`config.mk`:
```
export PLATFORM = sky130hd
export DESIGN_NAME = tglpoll_ctrl
export DESIGN_NICKNAME = d
export VERILOG_FILES = /design/src/rtl/tglpoll_pkg.sv /design/src/rtl/tglpoll_judge.sv /design/src/rtl/tglpoll_budget.sv /design/src/rtl/tglpoll_ctrl.sv
export SDC_FILE = /design/constraint.sdc
export NUM_CORES = 1
export LEC_CHECK = 0
export ABC_AREA = 1
export BUFFER_PORTS_ARGS = -buffer_cell sky130_fd_sc_hd__clkbuf_2
export CAP_MARGIN = 10
export CORE_ASPECT_RATIO = 1.75
export CORE_UTILIZATION = 33
export CTS_BUF_LIST = sky130_fd_sc_hd__clkbuf_8
export DETAILED_ROUTE_END_ITERATION = 10
export SYNTH_ARGS = -nofsm -noshare
export SYNTH_HDL_FRONTEND = slang
export SYNTH_HIERARCHICAL = 1
export SYNTH_SLANG_ARGS = --single-unit
```
`constraint.sdc`:
```
create_clock -name clk -period 2 [get_ports clk]
set_clock_uncertainty 0.1 [all_clocks]
set_input_delay 0.5 -clock clk [delete_from_list [all_inputs] [get_ports clk]]
set_output_delay 0.5 -clock clk [all_outputs]
set_load 0.05 [all_outputs]
```
`src/rtl/tglpoll_pkg.sv`:
```
package tglpoll_pkg;

    typedef enum logic [2:0] {
        ST_IDLE,
        ST_RD_A,
        ST_RD_B,
        ST_CHK_A,
        ST_CHK_B,
        ST_RSTW,
        ST_FIN
    } st_e;

    typedef enum logic [1:0] {
        VD_PASS,
        VD_AGAIN,
        VD_RECHK,
        VD_FAIL
    } verdict_e;

    typedef enum logic [1:0] {
        RS_NONE,
        RS_PASS,
        RS_FAIL,
        RS_TMO
    } result_e;

    typedef struct packed {
        logic tgl;
        logic err;
    } flag_s;

    // states that drive a status read on the bus
    function automatic logic is_read(st_e s);
        return (s == ST_RD_A) || (s == ST_RD_B) || (s == ST_CHK_A) || (s == ST_CHK_B);
    endfunction

    // states that hold the first read of a pair
    function automatic logic is_first(st_e s);
        return (s == ST_RD_A) || (s == ST_CHK_A);
    endfunction

endpackage

```
`src/rtl/tglpoll_judge.sv`:
```
module tglpoll_judge
    import tglpoll_pkg::*;
#(
    parameter bit ERR_ANY = 1'b1
) (
    input  flag_s    first_i,
    input  flag_s    second_i,
    input  logic     recheck_i,
    output verdict_e verdict_o
);
    logic moved;
    logic flagged;

    assign moved = first_i.tgl ^ second_i.tgl;

    generate
        if (ERR_ANY) begin : g_err_any
            assign flagged = first_i.err | second_i.err;
        end else begin : g_err_last
            assign flagged = second_i.err;
        end
    endgenerate

    always_comb begin
        if (!moved)          verdict_o = VD_PASS;
        else if (recheck_i)  verdict_o = VD_FAIL;
        else if (flagged)    verdict_o = VD_RECHK;
        else                 verdict_o = VD_AGAIN;
    end
endmodule

```
`src/rtl/tglpoll_budget.sv`:
```
module tglpoll_budget #(
    parameter int MAX_POLLS = 16
) (
    input  logic clk,
    input  logic rst,
    input  logic clr_i,
    input  logic bump_i,
    output logic last_o
);
    localparam int CW = (MAX_POLLS > 1) ? $clog2(MAX_POLLS) : 1;
    localparam logic [CW-1:0] LAST = CW'(MAX_POLLS - 1);

    logic [CW-1:0] cnt_q;

    always_ff @(posedge clk) begin
        if (rst || clr_i) cnt_q <= '0;
        else if (bump_i)  cnt_q <= cnt_q + 1'b1;
    end

    assign last_o = (cnt_q == LAST);

    a_r7_cnt_in_range: assert property (@(posedge clk) disable iff (rst)
        cnt_q <= LAST);

    a_r7_bump_counts: assert property (@(posedge clk) disable iff (rst)
        (bump_i && !clr_i && !last_o) |=> (cnt_q == $past(cnt_q) + 1'b1));

    a_r8_clear_restarts: assert property (@(posedge clk) disable iff (rst)
        clr_i |=> (cnt_q == '0));
endmodule

```
`src/rtl/tglpoll_ctrl.sv`:
```
module tglpoll_ctrl
    import tglpoll_pkg::*;
#(
    parameter int AW        = 16,
    parameter int DW        = 8,
    parameter int TGL_BIT   = 6,
    parameter int ERR_BIT   = 5,
    parameter int MAX_POLLS = 16,
    parameter bit ERR_ANY   = 1'b1,
    parameter logic [DW-1:0] RST_DATA = DW'(8'hF0)
) (
    input  logic          clk,
    input  logic          rst,
    input  logic          start_i,
    input  logic          abort_i,
    input  logic [AW-1:0] poll_addr_i,
    output logic          mem_req_o,
    output logic          mem_we_o,
    output logic [AW-1:0] mem_addr_o,
    output logic [DW-1:0] mem_wdata_o,
    input  logic          mem_ack_i,
    input  logic [DW-1:0] mem_rdata_i,
    output logic          done_o,
    output logic          pass_o,
    output logic          fail_o,
    output logic          tmo_o
);
    st_e           st_q, st_d;
    result_e       res_q, res_d;
    flag_s         first_q, cur_flags;
    logic [AW-1:0] addr_q;
    logic          cap_en, bump, clr, budget_last;
    verdict_e      verdict;
    logic          unused_rdata_bits;

    assign cur_flags = '{tgl: mem_rdata_i[TGL_BIT], err: mem_rdata_i[ERR_BIT]};
    assign unused_rdata_bits = ^mem_rdata_i;

    tglpoll_judge #(.ERR_ANY(ERR_ANY)) u_judge (
        .first_i   (first_q),
        .second_i  (cur_flags),
        .recheck_i (st_q == ST_CHK_B),
        .verdict_o (verdict)
    );

    tglpoll_budget #(.MAX_POLLS(MAX_POLLS)) u_budget (
        .clk    (clk),
        .rst    (rst),
        .clr_i  (clr),
        .bump_i (bump),
        .last_o (budget_last)
    );

    always_comb begin
        st_d   = st_q;
        res_d  = res_q;
        cap_en = 1'b0;
        bump   = 1'b0;
        clr    = 1'b0;
        unique case (st_q)
            ST_IDLE: begin
                if (start_i) begin
                    st_d  = ST_RD_A;
                    res_d = RS_NONE;
                    clr   = 1'b1;
                end
            end
            ST_RD_A, ST_CHK_A: begin
                if (abort_i) begin
                    st_d = ST_IDLE;
                end else if (mem_ack_i) begin
                    cap_en = 1'b1;
                    st_d   = (st_q == ST_RD_A) ? ST_RD_B : ST_CHK_B;
                end
            end
            ST_RD_B, ST_CHK_B: begin
                if (abort_i) begin
                    st_d = ST_IDLE;
                end else if (mem_ack_i) begin
                    unique case (verdict)
                        VD_PASS: begin
                            res_d = RS_PASS;
                            st_d  = ST_FIN;
                        end
                        VD_RECHK: st_d = ST_CHK_A;
                        VD_FAIL: begin
                            res_d = RS_FAIL;
                            st_d  = ST_RSTW;
                        end
                        default: begin
                            if (budget_last) begin
                                res_d = RS_TMO;
                                st_d  = ST_RSTW;
                            end else begin
                                bump = 1'b1;
                                st_d = ST_RD_A;
                            end
                        end
                    endcase
                end
            end
            ST_RSTW: if (mem_ack_i) st_d = ST_FIN;
            ST_FIN:  st_d = ST_IDLE;
            default: st_d = ST_IDLE;
        endcase
    end

    always_ff @(posedge clk) begin
        if (rst) begin
            st_q    <= ST_IDLE;
            res_q   <= RS_NONE;
            first_q <= '0;
            addr_q  <= '0;
        end else begin
            st_q  <= st_d;
            res_q <= res_d;
            if (cap_en) first_q <= cur_flags;
            if (st_q == ST_IDLE && start_i) addr_q <= poll_addr_i;
        end
    end

    assign mem_req_o   = is_read(st_q) || (st_q == ST_RSTW);
    assign mem_we_o    = (st_q == ST_RSTW);
    assign mem_addr_o  = addr_q;
    assign mem_wdata_o = (st_q == ST_RSTW) ? RST_DATA : '0;
    assign done_o      = (st_q == ST_FIN);
    assign pass_o      = done_o && (res_q == RS_PASS);
    assign fail_o      = done_o && (res_q == RS_FAIL);
    assign tmo_o       = done_o && (res_q == RS_TMO);

    a_r2_req_held: assert property (@(posedge clk) disable iff (rst)
        (mem_req_o && !mem_ack_i && !abort_i) |=>
            (mem_req_o && $stable(mem_we_o) && $stable(mem_addr_o)));

    a_r2_pair_order: assert property (@(posedge clk) disable iff (rst)
        (mem_req_o && is_first(st_q) && mem_ack_i && !abort_i) |=> (mem_req_o && !mem_we_o));

    a_r3_pass_after_read: assert property (@(posedge clk) disable iff (rst)
        pass_o |-> $past(mem_req_o && !mem_we_o && mem_ack_i));

    a_r6_fail_after_write: assert property (@(posedge clk) disable iff (rst)
        (fail_o || tmo_o) |-> $past(mem_req_o && mem_we_o && mem_ack_i));

    a_r10_one_result: assert property (@(posedge clk) disable iff (rst)
        done_o |-> $onehot({pass_o, fail_o, tmo_o}));

    a_r10_quiet_flags: assert property (@(posedge clk) disable iff (rst)
        !done_o |-> !(pass_o || fail_o || tmo_o));

    a_r10_single_pulse: assert property (@(posedge clk) disable iff (rst)
        done_o |=> (!done_o && !mem_req_o));
endmodule

```
==> impl_metrics.tcl <==
set metrics [dict create \
    holdPathEnd "mem_addr_o[15]" \
    synth_edf_count 0 \
    ys_top_cells_by_area "dfxtp_1, nor2_1, o21ai_0" \
    viasPerCell 4.50 \
    synth_top_family_by_area "simple AND/OR/NAND/NOR gates" \
    maxCapViolCount 0 \
    cts-root-buf "clkbuf_8" \
    avgSynthCellArea_um2 6.74 \
    placedInstanceArea_um2 1890 \
    synth.most_common_cell "nor2_1" \
    rrSetupSlack_ps 180 \
    worst_ir_drop_vdd_uv 1230 \
    async_flop_share_pct 0 \
    synth_compound_area_share_pct 12.1 \
    netlist_top_cells_count "nor2_1, nand2_1, dfxtp_1, inv_1, o21ai_0" \
    status "finished clean" \
    min-delay-start "poll_addr_i[15]" \
    ys_ff_latch 27 \
    gp_congestion 0.835 \
    synth.area.mux_share_pct 0 \
    synthAdderAreaFrac_pct 5.82 \
    path_max_fanout 3 \
    antenna_cells 0 \
    synth-xor-area-share_pct 0 \
    ys.flop_type "dfxtp_1" \
    hold_viol 0 \
    multi_input_area_um2 868 \
    hold_depth 3 \
    place_ws_ps -138 \
    setup_ws_ps 49.9 \
    fin_area_um2 2040 \
    fp-row-count 32 \
    via_count 1504 \
    drive_above_1_share_pct 37.5 \
    leakagePower_nw 1.07 \
    cts_buffers 3 \
    nFillCells 486 \
    grt_max_degree 19 \
    synth_top_cell_by_area "dfxtp_1" \
    cts_sinks 27 \
    postRouteAntennaNets 0 \
    htreeDepth 1 \
    initial_core_util_pct 34.1 \
    drt-wirelength-per-cell_um 10.3 \
    reg2reg_depth 13 \
    track_usage_pct 15.8 \
    p_per_area_nw_per_um2 1590 \
    drc 0 \
    slew_violations 0 \
    wl_um 3450 \
    worstSetupStartpointType "flip-flop" \
    clk_pin_slew_ps 90 \
    reg2reg_to "u_budget/cnt_q[3]" \
    finalCritPeriodShare_pct 97.5 \
    fin_cells 334 \
    arrival_ps 1350 \
    tritoncts "built" \
    ys_types 28 \
    dp_cells 327 \
    rr_startpoint "st_q[1]" \
    fin_util_pct 46.4 \
    io_pins 59 \
    fin_crit_ps 1950 \
    yosysWarningCount 6 \
    min_path_type "input pin to flip-flop" \
    grt_pass1_wl_um 5820 \
    synth_area_um2 1500 \
    dr.pass1.iters 4 \
    rsz0062_at_grt "true" \
    seq_area_um2 544 \
    required_ps 1400 \
    area_delta_synth_final_pct 35.8 \
    worstSetupEndpointType "output port" \
    setup_tns_ps 0 \
    clk_path_buf_depth 2 \
    antenna_found_initial 0 \
    drtIter0Drc 18 \
    synth_cells 223 \
    ys_seq_area_share_pct 35.9 \
    yosysTopAreaCellShare_pct 35.9 \
    numPortBuffers 48 \
    fp.dieH_um 91.3 \
    setup-violations-final 0 \
    coreArea_um2 4400 \
    grt_pass1_vias 1425 \
    post-dp-hpwl_um 2680 \
    nNetsFinal 320 \
    die-area_um2 4840 \
    die_width_um 53.0 \
    crit_type "flip-flop to output port" \
    grt-ovfl-total 0 \
    fmax_mhz 513 \
    yosys.area_share.simple_pct 32.3 \
    clock_latency_ps 270 \
]
[sequential cells by signal (all words and copies together) (netlist names)]
name and count:
mem_addr_o 16, u_budget/cnt_q 4, st_q 3, first_q 2
res_q 2
[power by group]
group | switching [W] | leakage [nW] | total, W | internal (W)
clock | 0.000165 | 0.0269 | 0.000302 | 0.000138
combinational | 0.00146 | 0.820 | 0.00214 | 0.000678
sequential | 0.0000858 | 0.223 | 0.000798 | 0.000712
total | 0.00171 | 1.07 | 0.00324 | 0.00153
[area by class of cell]
cell class | count | area share (%)
clock inverter | 1 | 0.184
timing repair buffer | 65 | 19.7
tap | 51 | 3.12
sequential | 27 | 26.7
clock buffer | 3 | 2.02
inverter | 30 | 5.76
multi-input combinational | 157 | 42.5
[worst max-delay path: stages (launching register included)]
cell and delay, ps:
dfxtp_2 330, inv_2 60, buf_6 100, nand2_4 50
nor2_4 110, inv_4 60, nor3_4 190, buf_8 160
[kinds of logic after synthesis]
family,count (synthesis)
fa+ha+maj,7
flops,27
buf+inv,42
other cells,1
simple gates,112
compound gates,34
[layer usage]
layer,vias to the layer above,wire (um),global-route usage (%)
met1,656,1330,16.3
li1,797,-,-
met4,0,59,7.68
met3,4,131,1.51
met2,47,1920,29.5
met5,-,0,0
[timing repair]
item                                    in CTS  in global routing
resized for setup                           12                 18
hold buffers                                 0                  0
endpoints found under the setup margin       7                 17
pin swaps                                    2                  6
buffers inserted                             1                  2
[cells in the final DEF (no fill, tap or decap)]
master	synthesis	final
conb_1	1	4
nor2_1	61	55
clkbuf_4	0	1
nor2_4	1	5
clkbuf_2	0	44
and3_1	1	1
ha_1	7	6
o21ai_1	3	4
a21oi_1	4	3
nand3_2	1	2
o21ai_0	23	22
nand2_2	4	4
buf_4	8	15
nand3_1	5	4
o21a_1	1	1
inv_1	27	23
ha_2	0	1
a21oi_2	1	2
dfxtp_2	0	3
inv_2	2	6
o22ai_1	1	1
o21ai_2	1	1
buf_8	0	1
inv_4	1	2
buf_6	2	3
dfxtp_1	27	24
nor2_2	3	5
nand4_1	2	2
nand2_4	2	3
nor3_4	0	4
clkbuf_8	0	4
nand2_1	28	27
[worst max path at each step]
stage,startpoint,end,slack [ps],cells past startpoint
2_1_floorplan,st_q[2],fail_o,20,4
3_3_place_gp,mem_rdata_i[6],st_q[2],-150,14
3_5_place_dp,mem_rdata_i[6],st_q[2],-140,14
4_1_cts,st_q[0],fail_o,5,7
5_1_grt,st_q[0],fail_o,-20,7
6_report,st_q[0],fail_o,50,7
[through the flow]
step	power [W]	hold slack [ps]
after CTS	0.00319	339
after global routing	0.00352	348
after global placement	0.00277	388
after floorplan	0.00234	369
after detailed placement	0.00278	401
final	0.00324	345
No activity file was read; power rests on OpenSTA's default activity.
